## src/rtl/rpm_pkg.sv

```systemverilog
package rpm_pkg;

    typedef enum logic [0:0] {
        GUARD_LOCKED = 1'b0,
        GUARD_OPEN   = 1'b1
    } guard_state_e;

endpackage

```

## src/rtl/rpm_guard_fsm.sv

```systemverilog
module rpm_guard_fsm (
    input  logic clk,
    input  logic rst_n,
    input  logic ctrl_wr,
    input  logic unlock_req,
    output logic wr_allow,
    output logic unlock_bit
);
    import rpm_pkg::*;

    guard_state_e state_q;
    guard_state_e state_d;

    // next-state logic
    always_comb begin
        state_d = state_q;
        unique case (state_q)
            GUARD_LOCKED: if (ctrl_wr && unlock_req)  state_d = GUARD_OPEN;
            GUARD_OPEN:   if (ctrl_wr && !unlock_req) state_d = GUARD_LOCKED;
            default:      state_d = GUARD_LOCKED;
        endcase
    end

    always_ff @(posedge clk or negedge rst_n) begin
        if (!rst_n) state_q <= GUARD_LOCKED;
        else        state_q <= state_d;
    end

    // outputs
    always_comb begin
        wr_allow   = 1'b0;
        unlock_bit = 1'b0;
        unique case (state_q)
            GUARD_OPEN: begin
                wr_allow   = 1'b1;
                unlock_bit = 1'b1;
            end
            default: begin
                wr_allow   = 1'b0;
                unlock_bit = 1'b0;
            end
        endcase
    end

endmodule

```

## src/rtl/rpm_channel.sv

```systemverilog
module rpm_channel #(
    parameter int ADDR_W   = 20,
    parameter int WIN_LOG2 = 3
) (
    input  logic                clk,
    input  logic                rst_n,
    input  logic                wr_sel,
    input  logic                en_in,
    input  logic [ADDR_W-1:0]   base_in,
    input  logic [ADDR_W-1:0]   fetch_lo,
    output logic                en_q,
    output logic [ADDR_W-1:0]   base_q,
    output logic                in_win,
    output logic [WIN_LOG2-1:0] offset
);
    logic [ADDR_W:0] diff;

    always_ff @(posedge clk or negedge rst_n) begin
        if (!rst_n) begin
            en_q   <= 1'b0;
            base_q <= '0;
        end else if (wr_sel) begin
            en_q   <= en_in;
            base_q <= base_in;
        end
    end

    // extra top bit catches a borrow, so a window never wraps past zero
    always_comb begin
        diff   = {1'b0, fetch_lo} - {1'b0, base_q};
        in_win = en_q && !diff[ADDR_W] && (diff[ADDR_W-1:WIN_LOG2] == '0);
        offset = diff[WIN_LOG2-1:0];
    end

endmodule

```

## src/rtl/rpm_hit_select.sv

```systemverilog
module rpm_hit_select #(
    parameter int NUM_CH   = 2,
    parameter int WIN_LOG2 = 3,
    parameter int IDX_W    = 1
) (
    input  logic                              fetch_valid,
    input  logic [NUM_CH-1:0]                 in_win,
    input  logic [NUM_CH-1:0][WIN_LOG2-1:0]   offs,
    output logic                              hit,
    output logic [IDX_W-1:0]                  idx,
    output logic [WIN_LOG2-1:0]               off
);
    // scan downward so the lowest index is assigned last and wins
    always_comb begin
        hit = 1'b0;
        idx = '0;
        off = '0;
        if (fetch_valid) begin
            for (int i = NUM_CH - 1; i >= 0; i--) begin
                if (in_win[i]) begin
                    hit = 1'b1;
                    idx = IDX_W'(i);
                    off = offs[i];
                end
            end
        end
    end

endmodule

```

## src/rtl/rom_patch_matcher.sv

```systemverilog
module rom_patch_matcher #(
    parameter int NUM_CH      = 2,
    parameter int ADDR_W      = 20,
    parameter int WIN_LOG2    = 3,
    parameter int DATA_W      = 32,
    parameter int FETCH_W     = 32,
    parameter int REG_AW      = 8,
    parameter int CTRL_OFF    = 'h00,
    parameter int CH_BASE_OFF = 'h10,
    parameter int REG_STRIDE  = 'h10
) (
    input  logic                clk,
    input  logic                rst_n,
    input  logic                reg_wr,
    input  logic [REG_AW-1:0]   reg_addr,
    input  logic [DATA_W-1:0]   reg_wdata,
    output logic [DATA_W-1:0]   reg_rdata,
    input  logic                fetch_valid,
    input  logic [FETCH_W-1:0]  fetch_addr,
    output logic                hit,
    output logic [((NUM_CH > 1) ? $clog2(NUM_CH) : 1)-1:0] hit_chan,
    output logic [WIN_LOG2-1:0] hit_offset
);
    localparam int IDX_W = (NUM_CH > 1) ? $clog2(NUM_CH) : 1;
    localparam int RSV_W = DATA_W - 1 - ADDR_W;
    localparam logic [REG_AW-1:0] CTRL_A = REG_AW'(CTRL_OFF);

    logic                             ctrl_wr;
    logic                             wr_allow;
    logic                             unlock_bit;
    logic [NUM_CH-1:0]                ch_wr;
    logic [NUM_CH-1:0]                ch_en_q;
    logic [NUM_CH-1:0][ADDR_W-1:0]    ch_base_q;
    logic [NUM_CH-1:0]                ch_in_win;
    logic [NUM_CH-1:0][WIN_LOG2-1:0]  ch_off;
    logic [ADDR_W-1:0]                fetch_lo;
    logic                             unused_bits;

    assign fetch_lo    = fetch_addr[ADDR_W-1:0];
    assign unused_bits = ^{fetch_addr[FETCH_W-1:ADDR_W], reg_wdata[DATA_W-2:ADDR_W]};
    assign ctrl_wr     = reg_wr && (reg_addr == CTRL_A);

    rpm_guard_fsm guard_i (
        .clk        (clk),
        .rst_n      (rst_n),
        .ctrl_wr    (ctrl_wr),
        .unlock_req (reg_wdata[0]),
        .wr_allow   (wr_allow),
        .unlock_bit (unlock_bit)
    );

    for (genvar g = 0; g < NUM_CH; g++) begin : g_ch
        localparam logic [REG_AW-1:0] OFF_G = REG_AW'(CH_BASE_OFF + g * REG_STRIDE);

        assign ch_wr[g] = reg_wr && wr_allow && (reg_addr == OFF_G);

        rpm_channel #(
            .ADDR_W   (ADDR_W),
            .WIN_LOG2 (WIN_LOG2)
        ) ch_i (
            .clk      (clk),
            .rst_n    (rst_n),
            .wr_sel   (ch_wr[g]),
            .en_in    (reg_wdata[DATA_W-1]),
            .base_in  (reg_wdata[ADDR_W-1:0]),
            .fetch_lo (fetch_lo),
            .en_q     (ch_en_q[g]),
            .base_q   (ch_base_q[g]),
            .in_win   (ch_in_win[g]),
            .offset   (ch_off[g])
        );
    end

    rpm_hit_select #(
        .NUM_CH   (NUM_CH),
        .WIN_LOG2 (WIN_LOG2),
        .IDX_W    (IDX_W)
    ) sel_i (
        .fetch_valid (fetch_valid),
        .in_win      (ch_in_win),
        .offs        (ch_off),
        .hit         (hit),
        .idx         (hit_chan),
        .off         (hit_offset)
    );

    // read mux: reserved bits and unmapped offsets return zero
    always_comb begin
        reg_rdata = '0;
        if (reg_addr == CTRL_A) reg_rdata[0] = unlock_bit;
        for (int i = 0; i < NUM_CH; i++) begin
            if (reg_addr == REG_AW'(CH_BASE_OFF + i * REG_STRIDE))
                reg_rdata = {ch_en_q[i], {RSV_W{1'b0}}, ch_base_q[i]};
        end
    end

endmodule

```

## config.mk

```make
export PLATFORM = sky130hd
export DESIGN_NAME = rom_patch_matcher
export DESIGN_NICKNAME = d
export VERILOG_FILES = /design/src/rtl/rpm_pkg.sv /design/src/rtl/rpm_guard_fsm.sv /design/src/rtl/rpm_channel.sv /design/src/rtl/rpm_hit_select.sv /design/src/rtl/rom_patch_matcher.sv
export SDC_FILE = /design/constraint.sdc
export NUM_CORES = 1
export LEC_CHECK = 0
export ABC_AREA = 1
export BUFFER_PORTS_ARGS = -buffer_cell sky130_fd_sc_hd__buf_4
export CAP_MARGIN = 10
export CORE_ASPECT_RATIO = 0.6
export CORE_MARGIN = 5
export CORE_UTILIZATION = 45
export DETAILED_ROUTE_END_ITERATION = 10
export HOLD_SLACK_MARGIN = 0.1
export PLACE_DENSITY_LB_ADDON = 0.1
export SLEW_MARGIN = 20
export SYNTH_ARGS = -nofsm -noshare
export SYNTH_HDL_FRONTEND = slang
export SYNTH_SLANG_ARGS = --single-unit
```

## constraint.sdc

```tcl
create_clock -name clk -period 3.35 [get_ports clk]
set_clock_uncertainty 0.05 [all_clocks]
set_input_delay 0.1675 -clock clk [delete_from_list [all_inputs] [get_ports clk]]
set_output_delay 0.1675 -clock clk [all_outputs]
set_load 0.03 [all_outputs]
```

Word level (Yosys, flattened, before mapping)
Cells that the tools add are included.
{ "totals": {"register_bits": 43, "latch_bits": 0, "mem_bits_rw": 0, "rom_bits": 0, "inputBits": 76, "out_inout_bits": 37, "mem_count": 0} }
{ "op_classes": {"addsub": 2, "mul": 0, "n_div": 0, "magnitude_cmp": 0, "eq_ne": 2, "n_shift": 0, "n_mux": 15, "n_bitwise": 1, "reduce_logical": 16} }
{ "ops": {"columns": ["cell", "count"], "rows": [
  ["32-bit two-way mux", 2],
  ["20-bit by 20-bit subtractor with 21-bit output", 2],
  ["17-bit logical NOT", 2],
  ["1-bit logical AND", 10],
  ["1-bit two-way mux", 9],
  ["3-bit two-way mux", 3],
  ["8-bit by 5-bit equality test with 1-bit output (second input constant)", 1],
  ["8-bit by 6-bit equality test with 1-bit output (second input constant)", 1],
  ["8-bit logical NOT", 1],
  ["1-bit logical NOT", 3],
  ["1-bit case mux with 2 select lines", 1],
  ["1-bit inverter", 1]
]} }

Logic depth before layout (Yosys ltp)
{ "logic_depth": {"word_depth": 7, "mapped_depth": 20, "mapped_depth_nobuf": 20} }

Modules after synthesis
Synthesis repeated with hierarchy kept, for this count alone.
{ "hier_totals": {"hier_cells": 826, "hier_area_um2": 5032.3} }
{ "by_module_without_submodules": {"columns": ["module", "instances", "cells_each", "area_per_inst_um2"], "rows": [
  ["rpm_channel at g_ch[0].ch_i", 1, 351, 2162.1],
  ["rpm_channel at g_ch[1].ch_i", 1, 343, 2118.3],
  ["rom_patch_matcher", 1, 110, 621.8],
  ["rpm_hit_select", 1, 16, 82.6],
  ["rpm_guard_fsm", 1, 6, 47.5]
]} }

Worst setup path before layout
OpenSTA, ideal clock, no wires.
{ "synth_path": {"kind": "reg2out", "start": "register g_ch[1].ch_i.base_q[0]", "end": "output hit_chan", "t_arrival_ns": 2.635, "required_time_ns": 3.132, "slack_ns": 0.497, "path_stages_with_launch": 18, "path_buffers": 0, "path_cell_list": "dfrtp_1 -> ha_1 -> fa_1 -> inv_1 -> nand2_1 -> nand2_2 -> nand3_2 -> nand2_2 -> nand2_2 -> nand2_2 -> nand2_1 -> nand2_1 -> nand2_1 -> nand2_1 -> nand2_1 -> nor2_2 -> nand4_2 -> nor3_1"} }
{ "synth_between": {"elab_chain_len": 7, "word_cells_on_any_way": 8, "classes_between": "add/sub: 1; mux: 3; reduce/logical: 4"} }
{ "synth_rtl": {"columns": ["item", "line_no", "rtl"], "rows": [
  ["from (decl)", "rpm_channel.sv:12", "output logic [ADDR_W-1:0] base_q,"],
  ["from (signal assigned)", "rpm_channel.sv:24", "base_q <= base_in;"],
  ["20-bit by 20-bit subtractor with 21-bit output (*)", "rpm_channel.sv:30", "diff = {1'b0, fetch_lo} - {1'b0, base_q};"],
  ["parallel branches: the longest is 2 deep, another holds 17-bit logical NOT", null, null],
  ["1-bit logical AND (*)", "rpm_channel.sv:31", "in_win = en_q && !diff[ADDR_W] && (diff[ADDR_W-1:WIN_LOG2] == '0);"],
  ["1-bit two-way mux (*) (2 in a row)", "rpm_hit_select.sv:20", "if (in_win[i]) begin"],
  ["1-bit two-way mux (*)", "rpm_hit_select.sv:18", "if (fetch_valid) begin"],
  ["to (decl)", "rom_patch_matcher.sv:21", "output logic [((NUM_CH > 1) ? $clog2(NUM_CH) : 1)-1:0] hit_chan,"]
]} }
Mark *: on every way between the ends.

Worst setup path after layout
{ "layout_path": {"start": "register g_ch[1].ch_i.base_q[0]", "end": "output hit_offset[2]"} }
{ "layout_between": {"elab_chain_len": 7, "word_cells_on_any_way": 8, "classes_between": "add/sub: 1; mux: 3; reduce/logical: 4"} }
{ "layout_rtl": {"columns": ["item", "line_no", "rtl"], "rows": [
  ["20-bit by 20-bit subtractor with 21-bit output (*)", "rpm_channel.sv:30", null],
  ["parallel branches: the longest is 3 deep, another holds 17-bit logical NOT", null, null],
  ["3-bit two-way mux (*) (2 in a row)", "rpm_hit_select.sv:20", null],
  ["3-bit two-way mux (*)", "rpm_hit_select.sv:18", null],
  ["to (decl)", "rom_patch_matcher.sv:22", "output logic [WIN_LOG2-1:0] hit_offset"]
]} }
Marked as above.

==> summary.md <==
| Metric | Value |
|---|---|
| Area delta synth->final | `20.8%` |
| Share of layout cells above drive strength 1 | `between 10% and 20%` |
| Seq. cell area | `around 1100 um^2` |
| Worst path max stage delay | `0.44 ns` |
| Row cnt | `29` |
| Die height | `between 80 and 90 um` |
| CP startpoint kind | `flip-flop` |
| CP endpoint kind | `primary output` |
| Critical path peak fanout | `4` |
| Worst min path class | `primary input to flip-flop` |
| Initial Utilization | `a little under half` |
| PD cells | `between 200 and 300 nW/um^2` |
| Min cycle time layout | `roughly 3.2 ns` |
| First-pass GRT wire length | `approximately 24000 um` |
| I/O Pins | `roughly 110` |
| Number of vias per cell | `5.20` |
| Core area | `10400 um^2` |
| Ys Warns | `0` |
| Total negative slack | `0 ns` |
| CP max-delay cell | `dfrtp_1` |
| Mean Syn Cell Area | `approximately 6 um^2` |
| Initial antenna violation count | `0` |
| Maxcap violations | `0` |
| CTS buffer count | `5` |
| Post-route ant nets | `0` |
| Antenna Cells | `0` |
| Fin crit share | `96.0%` |
| All-layer global routing usage | `24.1%` |
| Clock Pin Slew Worst Setup and Hold Paths | `0.07 ns` |
| H-tree depth | `2` |
| HPWL Detailed | `about 13000 um` |
| WP data required | `3.13 ns` |
| 1st-iter DRT viols | `between 300 and 400` |
| WL/cell | `about 16 um` |
| Final Power | `around 1.4 mW` |
| Multi-input logic area | `slightly above 3000 um^2` |
| Seq cells post-synth | `between 40 and 50` |
| DRT Pass-1 Iters | `5` |
| Clock Sinks | `between 40 and 50` |
| CTS root buf | `clkbuf_16` |
| Leakage | `2.97 nW` |
| Finished Layout Cells | `~1000` |
| Final GP Congestion | `roughly 0.9` |
| Total congestion overflow | `0` |
| Max-slew violation count | `0` |
| RSZ-0062 raised after global routing | `true` |
| Hold path start | `reg_wdata[2]` |
| Die X | `around 140 um` |
| Setup CP Type | `flip-flop to primary output` |
| Worst-skew pair later-pin latency | `roughly 0.29 ns` |
| Cell variety after synth | `35` |
| Final setup violating endpoints | `0` |
| Cell family with most CP delay | `simple AND/OR/NAND/NOR gates` |
| Cells after Synth | `between 700 and 800` |
| CP Buf/Inv Count | `2` |
| Slew headroom | `a little over two fifths` |
| Vias in the first global route | `4731` |
| Least-Margin Pin Slew | `about 0.85 ns` |
| Bufs on Longest Clock Path | `2` |
| Die area | `about 13000 um^2` |
| Routed via count | `5135` |
| Routed WL | `15400 um` |
| Most frequent cells in the layout | `nand2_1, inv_1, buf_4, o21ai_0, nand3_1` |
| Placed cell areas | `approximately 5400 um^2` |
| Maximum clock frequency | `311 MHz` |
| Largest net degree at the start of global routing | `between 40 and 50` |
| Nets@finish | `~970` |
| Cell Area, Synth | `4730 um^2` |
| Drc violations | `0` |
| CP cell instances | `ha_4 -> fa_2 -> inv_2 -> nand2_2 -> nand2_4 -> nand3_4 -> nand3_1 -> nand2_1 -> nor2_1 -> nand2_1 -> nor2_1 -> nand3_1 -> nor2_4 -> nand3_2 -> nor2_2 -> nand3_2 -> a21oi_2 -> buf_6` |
| Most common cell after layout, fill and taps aside | `nand2_1` |
| Fillers | `between 1k and 1.5k` |
| # port buffers | `78` |
| CTS tree | `done` |
| Worst EP arrival | `roughly 3 ns` |
| Seq/Total Area, Yosys | `22.7%` |
| Beginning of the critical path | `g_ch[1].ch_i.base_q[0]` |
| IR Drop Worst-Case VDD | `0.173 mV` |
| Final-report hold violation count | `0` |
| Placed Instances | `between 900 and 1k` |
| Post-Layout Inst Area | `about 5700 um^2` |
| Status | `finished, final reports clean` |
-- layer usage --
metal / global-route usage (%) / vias up / wire length [um]
met5: 0 / - / 0
li1: - / 2592 / -
met1: 37.8 / 2355 / 8060
met2: 34.1 / 177 / 5930
met3: 5.08 / 11 / 1340
met4: 3.71 / 0 / 96
-- worst min-delay path: cells and delay by family --
family | cells | cell delay (ns)
buffers and inverters | 2 | 0.15
AO/OA/AOI/OAI | 1 | 0.07
-- what timing repair did --
action | 4_1_cts | 5_1_grt
resized for setup | 0 | 27
hold buffers | 2 | 0
buffers inserted | 0 | 4
hold endpoints to repair | 44 | 0
endpoints found under the setup margin | 0 | 5
-- state kept, by name, summed over array words and instances (netlist names), named ones only --
| register | cells |
|---|---|
| g_ch.ch_i.base_q | 40 |
| g_ch.ch_i.en_q | 2 |
-- synth_stat cells (all sizes together) --
master  count  area share, %
nor3       10            1.2
a22o        1           0.19
inv       148             12
a31oi       1           0.13
dfrtp      43             23
nand3b      4           0.63
or2         2           0.32
a21oi      41            5.1
xor2        4           0.74
a21o        7            1.1
clkbuf     11           0.87
nor4        4           0.53
nand4      12            1.9
xnor2       4           0.74
o21bai      3           0.48
fa          2           0.85
o22ai      19            2.5
buf        12            1.8
o21ai      52            5.5
nand3      56            6.3
nand2     232             19
nor2       57            5.1
ha         40             11
conb        1          0.079
-- logic make-up after synthesis --
| group | synth area share (%) |
|---|---|
| buffers and inverters | 14.4 |
| adders and majority gates | 11.4 |
| DFF | 22.7 |
| other | 0.0792 |
| AOI/OAI and AO/OA | 15.0 |
| xor gates and xnor gates | 1.48 |
| and+or+nand+nor | 34.9 |
-- path summary, 6_finish.rpt --
path / end / slack (ns) / depth (start not counted)
worst max-delay path: hit_offset[2] / 0.14 / 18
worst min-delay path: g_ch[1].ch_i.base_q[2] / 0.1 / 3
worst max register to register: g_ch[0].ch_i.base_q[8] / 2.05 / 5
worst min register to register: g_ch[1].ch_i.base_q[17] / 0.43 / 2
max in group asynchronous: g_ch[0].ch_i.base_q[0] / 2.45 / 2
min in group asynchronous: g_ch[1].ch_i.base_q[13] / 0.37 / 2
-- stage by stage --
stage	setup WS, ns	util (%)	hold slack [ns]
finish	0.135	54.9	0.0977
global route	-0.0513	54.9	0.115
CTS	0.0691	53.6	0.102
detailed placement	0.392	52.1	0.150
global placement	0.439	52.1	0.144
floorplan	0.497	-	-0.178
-- layout make-up --
type	count	share of cell area (%)
Multi-Input combinational cell	562	54.4
Sequential cell	43	18.8
Timing Repair Buffer	87	11.6
Inverter	148	9.72
Tap cell	139	3.04
Clock buffer	6	2.25
Clock inverter	2	0.219
-- power by group --
part,switching [mW],internal [mW]
clock network,0.224,0.276
logic,0.261,0.153
registers,0.00219,0.522
total,0.486,0.951
(Power assumes the default switching activity.)
